==> src/rtl/i2cd_pkg.sv <==
// Shared definitions for the display I2C front end.
// Assumes: control byte layout with continuation at bit 7, data/command at bit 6.
package i2cd_pkg;
    localparam int CO_BIT = 7;
    localparam int DC_BIT = 6;

    typedef enum logic [2:0] {
        PS_IDLE,    // not addressed, ignore bytes until START
        PS_ADDR,    // next byte is the slave address
        PS_CTRL,    // next byte is a control byte
        PS_PAIR,    // next byte is a single payload byte, then control
        PS_STREAM,  // all remaining bytes are payload
        PS_READ     // slave is transmitting
    } pstate_t;
endpackage

==> src/rtl/i2cd_sync.sv <==
// Multi-flop synchroniser for one asynchronous line.
// Assumes: STAGES >= 2; idle level of the line is high.
module i2cd_sync #(
    parameter int STAGES = 2
) (
    input  logic clk,
    input  logic rst_n,
    input  logic d,
    output logic q
);
    logic [STAGES-1:0] ff;

    // Shift the raw level through the flop chain.
    always_ff @(posedge clk) begin
        if (!rst_n) ff <= '1;
        else        ff <= {ff[STAGES-2:0], d};
    end

    assign q = ff[STAGES-1];
endmodule

==> src/rtl/i2cd_line_mon.sv <==
// Synchronises SCL and SDA and derives clock edges and START/STOP events.
// Assumes: SCL and SDA stay stable for more than STAGES+1 clk cycles each phase.
module i2cd_line_mon #(
    parameter int STAGES = 2
) (
    input  logic clk,
    input  logic rst_n,
    input  logic scl_i,
    input  logic sda_i,
    output logic scl_rise,
    output logic scl_fall,
    output logic start_det,
    output logic stop_det,
    output logic sda_s
);
    localparam int NLINES = 2;

    logic [NLINES-1:0] raw;
    logic [NLINES-1:0] syn;
    logic              scl_q;
    logic              sda_q;

    assign raw = {sda_i, scl_i};

    for (genvar g = 0; g < NLINES; g++) begin : g_line
        i2cd_sync #(.STAGES(STAGES)) u_sync (
            .clk   (clk),
            .rst_n (rst_n),
            .d     (raw[g]),
            .q     (syn[g])
        );
    end

    // Keep the previous synchronised level of both lines.
    always_ff @(posedge clk) begin
        if (!rst_n) begin
            scl_q <= 1'b1;
            sda_q <= 1'b1;
        end else begin
            scl_q <= syn[0];
            sda_q <= syn[1];
        end
    end

    assign sda_s     = syn[1];
    assign scl_rise  =  syn[0] & ~scl_q;
    assign scl_fall  = ~syn[0] &  scl_q;
    assign start_det =  syn[0] &  scl_q &  sda_q & ~syn[1];
    assign stop_det  =  syn[0] &  scl_q & ~sda_q &  syn[1];
endmodule

==> src/rtl/i2cd_link.sv <==
// Bit-level engine: shifts bytes in, drives acknowledge and read bits out.
// Assumes: ack_go is settled before the SCL fall that opens the ninth bit;
// tx_byte is valid in the cycle tx_load is raised.
module i2cd_link (
    input  logic       clk,
    input  logic       rst_n,
    input  logic       scl_rise,
    input  logic       scl_fall,
    input  logic       start_det,
    input  logic       stop_det,
    input  logic       sda_s,
    input  logic       ack_go,
    input  logic       rd_on,
    input  logic [7:0] tx_byte,
    output logic       byte_rdy,
    output logic [7:0] rx_byte,
    output logic       tx_load,
    output logic       sda_oe
);
    localparam logic [3:0] LAST_BIT = 4'd7;
    localparam logic [3:0] ACK_SLOT = 4'd8;
    localparam logic [3:0] ACK_DONE = 4'd9;

    logic [3:0] bcnt;
    logic [7:0] shreg;
    logic [7:0] txsh;
    logic       drv;
    logic       tx_act;
    logic       cont;
    logic       halt;

    // Bit counter, receive shift, ninth-bit sampling and SDA drive.
    always_ff @(posedge clk) begin
        if (!rst_n) begin
            bcnt     <= '0;
            shreg    <= '0;
            txsh     <= '1;
            drv      <= 1'b0;
            tx_act   <= 1'b0;
            cont     <= 1'b0;
            halt     <= 1'b0;
            byte_rdy <= 1'b0;
            tx_load  <= 1'b0;
        end else begin
            byte_rdy <= 1'b0;
            tx_load  <= 1'b0;
            if (start_det || stop_det) begin
                bcnt   <= '0;
                drv    <= 1'b0;
                tx_act <= 1'b0;
                halt   <= 1'b0;
            end else if (scl_rise) begin
                if (bcnt < ACK_SLOT) begin
                    shreg <= {shreg[6:0], sda_s};
                    bcnt  <= bcnt + 4'd1;
                    if (bcnt == LAST_BIT) byte_rdy <= 1'b1;
                end else if (bcnt == ACK_SLOT) begin
                    cont <= ~sda_s;
                    bcnt <= ACK_DONE;
                end
            end else if (scl_fall) begin
                if (bcnt == ACK_SLOT) begin
                    drv <= tx_act ? 1'b0 : ack_go;
                end else if (bcnt == ACK_DONE) begin
                    bcnt <= '0;
                    if (rd_on && cont && !halt) begin
                        txsh    <= tx_byte;
                        drv     <= ~tx_byte[7];
                        tx_act  <= 1'b1;
                        tx_load <= 1'b1;
                    end else begin
                        drv <= 1'b0;
                        if (tx_act) halt <= 1'b1;
                        tx_act <= 1'b0;
                    end
                end else if (tx_act && bcnt != 4'd0) begin
                    txsh <= {txsh[6:0], 1'b1};
                    drv  <= ~txsh[6];
                end
            end
        end
    end

    assign rx_byte = shreg;
    assign sda_oe  = drv;
endmodule

==> src/rtl/i2cd_frame.sv <==
// Byte-level parser: address match, control/payload pairing, output steering.
// Assumes: byte_rdy pulses once per received byte with rx_byte valid.
module i2cd_frame
    import i2cd_pkg::*;
#(
    parameter int         AW      = 10,
    parameter logic [5:0] ADDR_HI = 6'b011110
) (
    input  logic          clk,
    input  logic          rst_n,
    input  logic          start_det,
    input  logic          stop_det,
    input  logic          byte_rdy,
    input  logic [7:0]    rx_byte,
    input  logic          tx_load,
    input  logic          addr_lsb,
    input  logic [AW-1:0] ptr,
    input  logic [7:0]    ram_rdata,
    input  logic [7:0]    stat_i,
    output logic          ack_go,
    output logic          rd_on,
    output logic [7:0]    tx_byte,
    output logic          ptr_step,
    output logic          ram_we,
    output logic [AW-1:0] ram_waddr,
    output logic [7:0]    ram_wdata,
    output logic          cmd_valid,
    output logic [7:0]    cmd_byte
);
    pstate_t state;
    logic    dc_q;
    logic    is_payload;
    logic    addr_hit;

    assign addr_hit   = (rx_byte[7:1] == {ADDR_HI, addr_lsb});
    assign is_payload = (state == PS_PAIR) || (state == PS_STREAM);

    // Pointer advances on a RAM write or on each RAM byte handed to the link.
    assign ptr_step = (byte_rdy && !start_det && !stop_det && is_payload && dc_q)
                    || (tx_load && dc_q);

    // Read bytes follow the last latched data/command selection.
    assign tx_byte = dc_q ? ram_rdata : stat_i;

    // Frame state, acknowledge decision and payload strobes.
    always_ff @(posedge clk) begin
        if (!rst_n) begin
            state     <= PS_IDLE;
            dc_q      <= 1'b0;
            ack_go    <= 1'b0;
            rd_on     <= 1'b0;
            ram_we    <= 1'b0;
            ram_waddr <= '0;
            ram_wdata <= '0;
            cmd_valid <= 1'b0;
            cmd_byte  <= '0;
        end else begin
            ram_we    <= 1'b0;
            cmd_valid <= 1'b0;
            if (start_det) begin
                state <= PS_ADDR;
                rd_on <= 1'b0;
            end else if (stop_det) begin
                state <= PS_IDLE;
                rd_on <= 1'b0;
            end else if (byte_rdy) begin
                unique case (state)
                    PS_ADDR: begin
                        ack_go <= addr_hit;
                        if (!addr_hit) begin
                            state <= PS_IDLE;
                        end else if (rx_byte[0]) begin
                            state <= PS_READ;
                            rd_on <= 1'b1;
                        end else begin
                            state <= PS_CTRL;
                        end
                    end
                    PS_CTRL: begin
                        ack_go <= 1'b1;
                        dc_q   <= rx_byte[DC_BIT];
                        state  <= rx_byte[CO_BIT] ? PS_PAIR : PS_STREAM;
                    end
                    PS_PAIR, PS_STREAM: begin
                        ack_go <= 1'b1;
                        if (state == PS_PAIR) state <= PS_CTRL;
                        if (dc_q) begin
                            ram_we    <= 1'b1;
                            ram_waddr <= ptr;
                            ram_wdata <= rx_byte;
                        end else begin
                            cmd_valid <= 1'b1;
                            cmd_byte  <= rx_byte;
                        end
                    end
                    default: begin
                        ack_go <= 1'b0;
                    end
                endcase
            end
        end
    end
endmodule

==> src/rtl/i2cd_ptr.sv <==
// Display RAM data pointer with load and wrap-around increment.
// Assumes: load has priority over step in the same cycle.
module i2cd_ptr #(
    parameter int AW = 10
) (
    input  logic          clk,
    input  logic          rst_n,
    input  logic          ld,
    input  logic [AW-1:0] val,
    input  logic          step,
    output logic [AW-1:0] ptr
);
    localparam logic [AW-1:0] ONE = {{(AW-1){1'b0}}, 1'b1};

    // Load or advance the pointer.
    always_ff @(posedge clk) begin
        if (!rst_n)    ptr <= '0;
        else if (ld)   ptr <= val;
        else if (step) ptr <= ptr + ONE;
    end
endmodule

==> src/rtl/panel_i2c_slave.sv <==
// Top: I2C slave front end for a display controller.
// Assumes: clk is fast enough that each SCL phase lasts more than
// SYNC_STAGES+2 cycles; RAM read data is combinational from ram_raddr.
module panel_i2c_slave #(
    parameter int         AW          = 10,
    parameter logic [5:0] ADDR_HI     = 6'b011110,
    parameter int         SYNC_STAGES = 2
) (
    input  logic          clk,
    input  logic          rst_n,
    input  logic          scl_i,
    input  logic          sda_i,
    output logic          sda_oe,
    input  logic          addr_lsb,
    input  logic          ptr_ld,
    input  logic [AW-1:0] ptr_val,
    input  logic [7:0]    stat_i,
    input  logic [7:0]    ram_rdata,
    output logic [AW-1:0] ram_raddr,
    output logic          ram_we,
    output logic [AW-1:0] ram_waddr,
    output logic [7:0]    ram_wdata,
    output logic          cmd_valid,
    output logic [7:0]    cmd_byte
);
    logic       scl_rise, scl_fall, start_det, stop_det, sda_s;
    logic       byte_rdy, tx_load, ack_go, rd_on, ptr_step;
    logic [7:0] rx_byte, tx_byte;

    i2cd_line_mon #(.STAGES(SYNC_STAGES)) u_lines (
        .clk       (clk),
        .rst_n     (rst_n),
        .scl_i     (scl_i),
        .sda_i     (sda_i),
        .scl_rise  (scl_rise),
        .scl_fall  (scl_fall),
        .start_det (start_det),
        .stop_det  (stop_det),
        .sda_s     (sda_s)
    );

    i2cd_link u_link (
        .clk       (clk),
        .rst_n     (rst_n),
        .scl_rise  (scl_rise),
        .scl_fall  (scl_fall),
        .start_det (start_det),
        .stop_det  (stop_det),
        .sda_s     (sda_s),
        .ack_go    (ack_go),
        .rd_on     (rd_on),
        .tx_byte   (tx_byte),
        .byte_rdy  (byte_rdy),
        .rx_byte   (rx_byte),
        .tx_load   (tx_load),
        .sda_oe    (sda_oe)
    );

    i2cd_frame #(.AW(AW), .ADDR_HI(ADDR_HI)) u_frame (
        .clk       (clk),
        .rst_n     (rst_n),
        .start_det (start_det),
        .stop_det  (stop_det),
        .byte_rdy  (byte_rdy),
        .rx_byte   (rx_byte),
        .tx_load   (tx_load),
        .addr_lsb  (addr_lsb),
        .ptr       (ram_raddr),
        .ram_rdata (ram_rdata),
        .stat_i    (stat_i),
        .ack_go    (ack_go),
        .rd_on     (rd_on),
        .tx_byte   (tx_byte),
        .ptr_step  (ptr_step),
        .ram_we    (ram_we),
        .ram_waddr (ram_waddr),
        .ram_wdata (ram_wdata),
        .cmd_valid (cmd_valid),
        .cmd_byte  (cmd_byte)
    );

    i2cd_ptr #(.AW(AW)) u_ptr (
        .clk   (clk),
        .rst_n (rst_n),
        .ld    (ptr_ld),
        .val   (ptr_val),
        .step  (ptr_step),
        .ptr   (ram_raddr)
    );
endmodule

==> config.mk <==
export PLATFORM = sky130hd
export DESIGN_NAME = panel_i2c_slave
export DESIGN_NICKNAME = d
export VERILOG_FILES = /design/src/rtl/i2cd_pkg.sv /design/src/rtl/i2cd_sync.sv /design/src/rtl/i2cd_line_mon.sv /design/src/rtl/i2cd_link.sv /design/src/rtl/i2cd_frame.sv /design/src/rtl/i2cd_ptr.sv /design/src/rtl/panel_i2c_slave.sv
export SDC_FILE = /design/constraint.sdc
export NUM_CORES = 1
export LEC_CHECK = 0
export CORE_MARGIN = 2
export CORE_UTILIZATION = 55
export CTS_CLUSTER_DIAMETER = 150
export DETAILED_ROUTE_END_ITERATION = 10
export PLACE_DENSITY = 0.92
export RECOVER_POWER = 100
export SYNTH_ARGS = -nofsm -noshare
export SYNTH_HDL_FRONTEND = slang
export SYNTH_SLANG_ARGS = --single-unit
==> constraint.sdc <==
create_clock -name clk -period 4.7 [get_ports clk]
set_input_delay 0.705 -clock clk [delete_from_list [all_inputs] [get_ports clk]]
set_output_delay 0.705 -clock clk [all_outputs]
set_load 0.01 [all_outputs]
Word level (Yosys, flattened, before mapping). Index checks and enable logic that the tools add are counted. W data, S select, Z words.

Register bits: 75. Logic and storage cells: 140. Output and inout bits: 39.

Reduce and logical (&&, ||, !) cells: 44. Multiplexer cells: 30. Bitwise gates (word level): 26. Equality and inequality tests: 13. Add/sub/neg operators: 2. Order comparisons: 1.

Operators by type and width (number): $mux W4 (6); $mux W7 (3); $mux W10 (2); $reduce_and A4 Y1 (5); $not A1 Y1 (19); $reduce_and A3 Y1 (5); $mux W1 (12); $mux W3 (4); $reduce_and A6 Y1 (2); $add A10 B1 Y10 const B (1); $reduce_and A5 Y1 (2); $pmux W3 S3 (1); $reduce_bool A3 Y1 (3); $eq A4 B4 Y1 const B (2); $logic_and A1 B1 Y1 (8); $mux W8 (1); $reduce_bool A2 Y1 (4); $and A1 B1 Y1 (7); $eq A7 B6 Y1 (1); $eq A3 B2 Y1 const B (2); $reduce_or A3 Y1 (2); $reduce_or A6 Y1 (1); $reduce_bool A5 Y1 (1); $reduce_or A5 Y1 (1); 15 further kinds (21).

Longest topological paths before layout.
Depth after elaboration: 11. Mapped depth: 8. Mapped depth without buffers: 7.

By module. A second synthesis with hierarchy kept.

Cells, all modules: 400. Area, all modules: 3537.1 µm².

By module, submodules not included: i2cd_frame (cells an instance 180, seq. area each 680.7 µm², times used 1, area each 1599.0 µm²); i2cd_link (cells an instance 139, seq. area each 500.5 µm², times used 1, area each 1207.4 µm²); i2cd_ptr (cells an instance 65, seq. area each 200.2 µm², times used 1, area each 540.5 µm²); i2cd_sync (cells an instance 4, seq. area each 40.0 µm², times used 2, area each 52.6 µm²); i2cd_line_mon (cells an instance 8, seq. area each 40.0 µm², times used 1, area each 85.1 µm²).

Worst setup path after synthesis. OpenSTA, ideal clock, no wires.

Kind: reg-to-reg. Start: register u_link.bcnt[1]. End: register u_link.txsh[0]. Arrival: 1.670 ns. Setup slack: 2.887 ns. Library setup time: 0.142 ns. Cell stages (with the launch flop): 8. Path buffers: 0. Cells stage by stage: dfxtp_1 inv_1 ha_1 nand3b_1 nor2b_1 a2111o_1 o21ai_0 o311ai_1.

Longest elaborated chain between the ends: 4. Elaborated cells between the ends (all ways): 9. Those cells by class: eq/ne (3); mux (1); bitwise (1); reduce/logical (4).

RTL lines: start, declared (RTL line i2cd_link.sv:24) `logic [3:0] bcnt;`; start signal, assigned (RTL line i2cd_link.sv:55) `bcnt <= bcnt + 4'd1;`; $reduce_bool A4 Y1 (RTL line i2cd_link.sv:76) `end else if (tx_act && bcnt != 4'd0) begin`; $logic_and A1 B1 Y1 (RTL line i2cd_link.sv:76); $reduce_bool A2 Y1 (no line); $reduce_and A6 Y1 (no line); end signal, assigned (RTL line i2cd_link.sv:67) `txsh <= tx_byte;`; end signal, assigned (RTL line i2cd_link.sv:77) `txsh <= {txsh[6:0], 1'b1};`; end, declared (RTL line i2cd_link.sv:26) `logic [7:0] txsh;`.

Parallel ways exist; a longest one is shown, timed or not. A chain may end at the register's enable or synchronous reset.

Worst setup path in the final report.
Start: input port rst_n. End: register u_frame.ack_go.

RTL lines: start, declared (RTL line panel_i2c_slave.sv:10) `input logic rst_n,`; end signal, assigned (RTL line i2cd_frame.sv:69) `ack_go <= addr_hit;`; end, declared (RTL line i2cd_frame.sv:20) `output logic ack_go,`.

No word-level cell between the ends.

==> metrics <==
Post-Syn Area=3442 um2; root buffer selected by CTS=clkbuf_8; worst slew margin relative to its limit=23.09%; series of cell instances along the critical path=dlygate4sd3_1 -> inv_1 -> a211oi_1; DRC errors left=0; RSZ-0062 raised after global routing=false; critical path launch point type=input pin; total buffers and inverters traversed by the critical path=2; weighted congestion at the end of routability-driven global placement=0.8364; Clock Tree Buf Depth=2; clock edge transition at the registers on the reported setup and hold paths=0.07 ns; antenna violations before repair=0; effective utilization at floorplan=57.46%; area grow syn2layout=25.99%; Max Cap Violations=0; maximum fanout along the worst path=40; number of violations reported at the end of detailed-routing iteration 0=257; Pwr per Cell Area=284.8 nW/um2; H-tree levels=3; Seq cells post-synth=75; GRT Resource Usage Total=25.34%; post-cts repair resize count=0; global-route wire length before repair=14470 um; accumulated negative setup slack=0 ns; placed insts=526; share of the clock period used by the worst path after layout=58.38%; Inserted Diodes=0; clock tree from TritonCTS=built; net count of the finished layout=501; Fmax achieved=0.3644 GHz; row count=28; global route overflow=0; Syn Inst Count=401; Post-DP HPWL=5832 um; final routed wirelength across all metal layers=8594 um; number of hold violations in the final report=0; count of warnings emitted by yosys=0; Critical Path Sink Type=register; synthesized net count=440; Sink Count=75; Setup Crit Path Kind=in -> reg; ANT nets after route=0; IR drop worst, VDD=0.0002224 V; leakage power=1.597 nW; Distinct cells, synth=53; worst hold margin=0.4100 ns; delay of the slowest cell on the worst path=1.09 ns; detailed-route via count=3235; number of synthesized flops with an enable pin=0; max-slew violations=0; leading cell type in the layout, fill and taps excluded=dfxtp_1; top flip-flop cell by instance count after synthesis=dfxtp_1; Wirelength per Cell=15.86 um; worst hold path class=reg -> reg; latest clock arrival within the worst-skew pair=0.35 ns; count of pins on the block boundary=71; data arrival at the endpoint of the critical path=2.98 ns; number of I/O port buffers=70; filler cell count=421; part of the Yosys area used for sequential elements=43.62%; worst endpoint required time=4.94 ns; vias in the first global route=3122; first-pass iteration count of the detailed router=5; largest net degree at the start of global routing=41; Inserted Clock Buffers=9; Worst Skew=0.005431 ns; Async S/R FF share, synth=0%; cell with the biggest individual delay on the critical path=dlygate4sd3_1; run status=complete, no violations; die area=6907 um2; # setup viols final=0; most frequent cells in the layout=dfxtp_1 (75), a21oi_1 (45), nand2_1 (42), o21ai_0 (41), dlygate4sd3_1 (40); share of cells above drive strength 1=4.925%; buffers inserted by post-CTS timing repair=0; post-cts hold buffer count=0; slew at the pin with the worst max-slew slack=1.152 ns; setup slack of the worst register-to-register path=2.17 ns; post-route insts no fill=542; average cell area after synthesis=8.584 um2; vias per inst=5.969; placeable core area=5991 um2; Die Span X=83.11 um; Die Ht=83.11 um; Final Critical Period=2.744 ns; dominant delay contributor by cell family on the critical path=buffers and inverters
cells in the mapped netlist, types with 4 or more instances:
cell type	instances	area share (%)
buf_1	4	0.44
xor2_1	5	1.3
nand2b_1	11	2.0
ha_1	7	2.5
nand2_1	42	4.6
nor2_1	21	2.3
mux2i_1	17	4.9
dfxtp_1	75	44
clkbuf_1	11	1.2
inv_1	14	1.5
a211oi_1	5	1.1
nor2b_1	5	0.91
a21oi_1	45	6.5
xnor2_1	6	1.5
o21ai_0	41	6.0
nand3_1	32	4.7
metal layers:
layer  wire length (um)  up-vias  GRT usage [%]  share of wire (%)
li1                   -     1547              -                  -
met1               3681     1522          31.66                 43
met4                218        0          12.97                2.5
met5                  0        -              0                  0
met3                541       24          4.374                6.3
met2               4152      142          41.94                 48
sequential cells by signal, indices dropped and copies added (netlist names), 3 cells and up:
name / flops
u_frame.cmd_byte: 8
u_frame.ram_waddr: 10
u_frame.ram_wdata: 8
u_frame.state: 3
u_lines.g_line.u_sync.ff: 4
u_link.bcnt: 4
u_link.rx_byte: 8
u_link.txsh: 7
u_ptr.ptr: 10
path summary, 6_finish.rpt:
check | start | to | depth (start not counted)
setup / recovery | rst_n | u_frame.ack_go | 3
setup reg to reg | u_frame.state[2] | u_ptr.ptr[7] | 5
hold reg to reg | u_lines.g_line[0].u_sync.ff[0] | u_lines.g_line[0].u_sync.ff[1] | 1
hold / removal | u_lines.g_line[0].u_sync.ff[0] | u_lines.g_line[0].u_sync.ff[1] | 1
worst reg2reg max path: cells and delay by family (launching register included):
family             cells  cell delay [ns]
AOI/OAI and AO/OA      4             1.63
DFF                    1             0.47
and+or+nand+nor        1             0.33
cells by family (layout without fill, tap and decap cells):
family | Yosys count | in the layout | share of synthesized area (%)
compound gates | 113 | 113 | 20.07
simple gates | 143 | 143 | 21.77
buf+inv | 35 | 101 | 4.253
flops | 75 | 75 | 43.62
fa+ha+maj | 7 | 7 | 2.544
mux | 17 | 17 | 4.944
xor+xnor | 11 | 11 | 2.799
where the power goes:
part | internal [W] | total (W) | switching (W) | leakage [nW]
Combinational | 0.0000440 | 0.0000824 | 0.0000383 | 0.896
Sequential | 0.000644 | 0.000657 | 0.0000131 | 0.608
Clock | 0.000259 | 0.000496 | 0.000237 | 0.0926
Total | 0.000947 | 0.00124 | 0.000288 | 1.60
cell type report:
| class | instances | area [um2] | share of cell area (%) |
|---|---|---|---|
| inverters | 14 | 52.55 | 1.212 |
| clock buffers | 12 | 145.1 | 3.347 |
| repair buffers | 71 | 708.2 | 16.33 |
| multi-input cells | 291 | 1785 | 41.17 |
| well taps | 75 | 93.84 | 2.164 |
| flip-flops and latches | 75 | 1501 | 34.62 |
| clock inverters | 4 | 50.05 | 1.154 |
through the flow:
stage / cell area, um2 / setup WS [ns] / power, W / utilization (%)
final: 4337 / 1.956 / 0.001235 / 72.39
after CTS: 4345 / 2.041 / 0.001238 / 72.54
after detailed placement: 4150 / 1.694 / 0.0007550 / 69.28
after global routing: 4337 / 1.769 / 0.001277 / 72.39
after global placement: 4150 / 1.851 / 0.0007520 / 69.28
after floorplan: 3442 / 2.887 / 0.0007058 / -
Note: power is estimated with default switching activity, not from simulation.
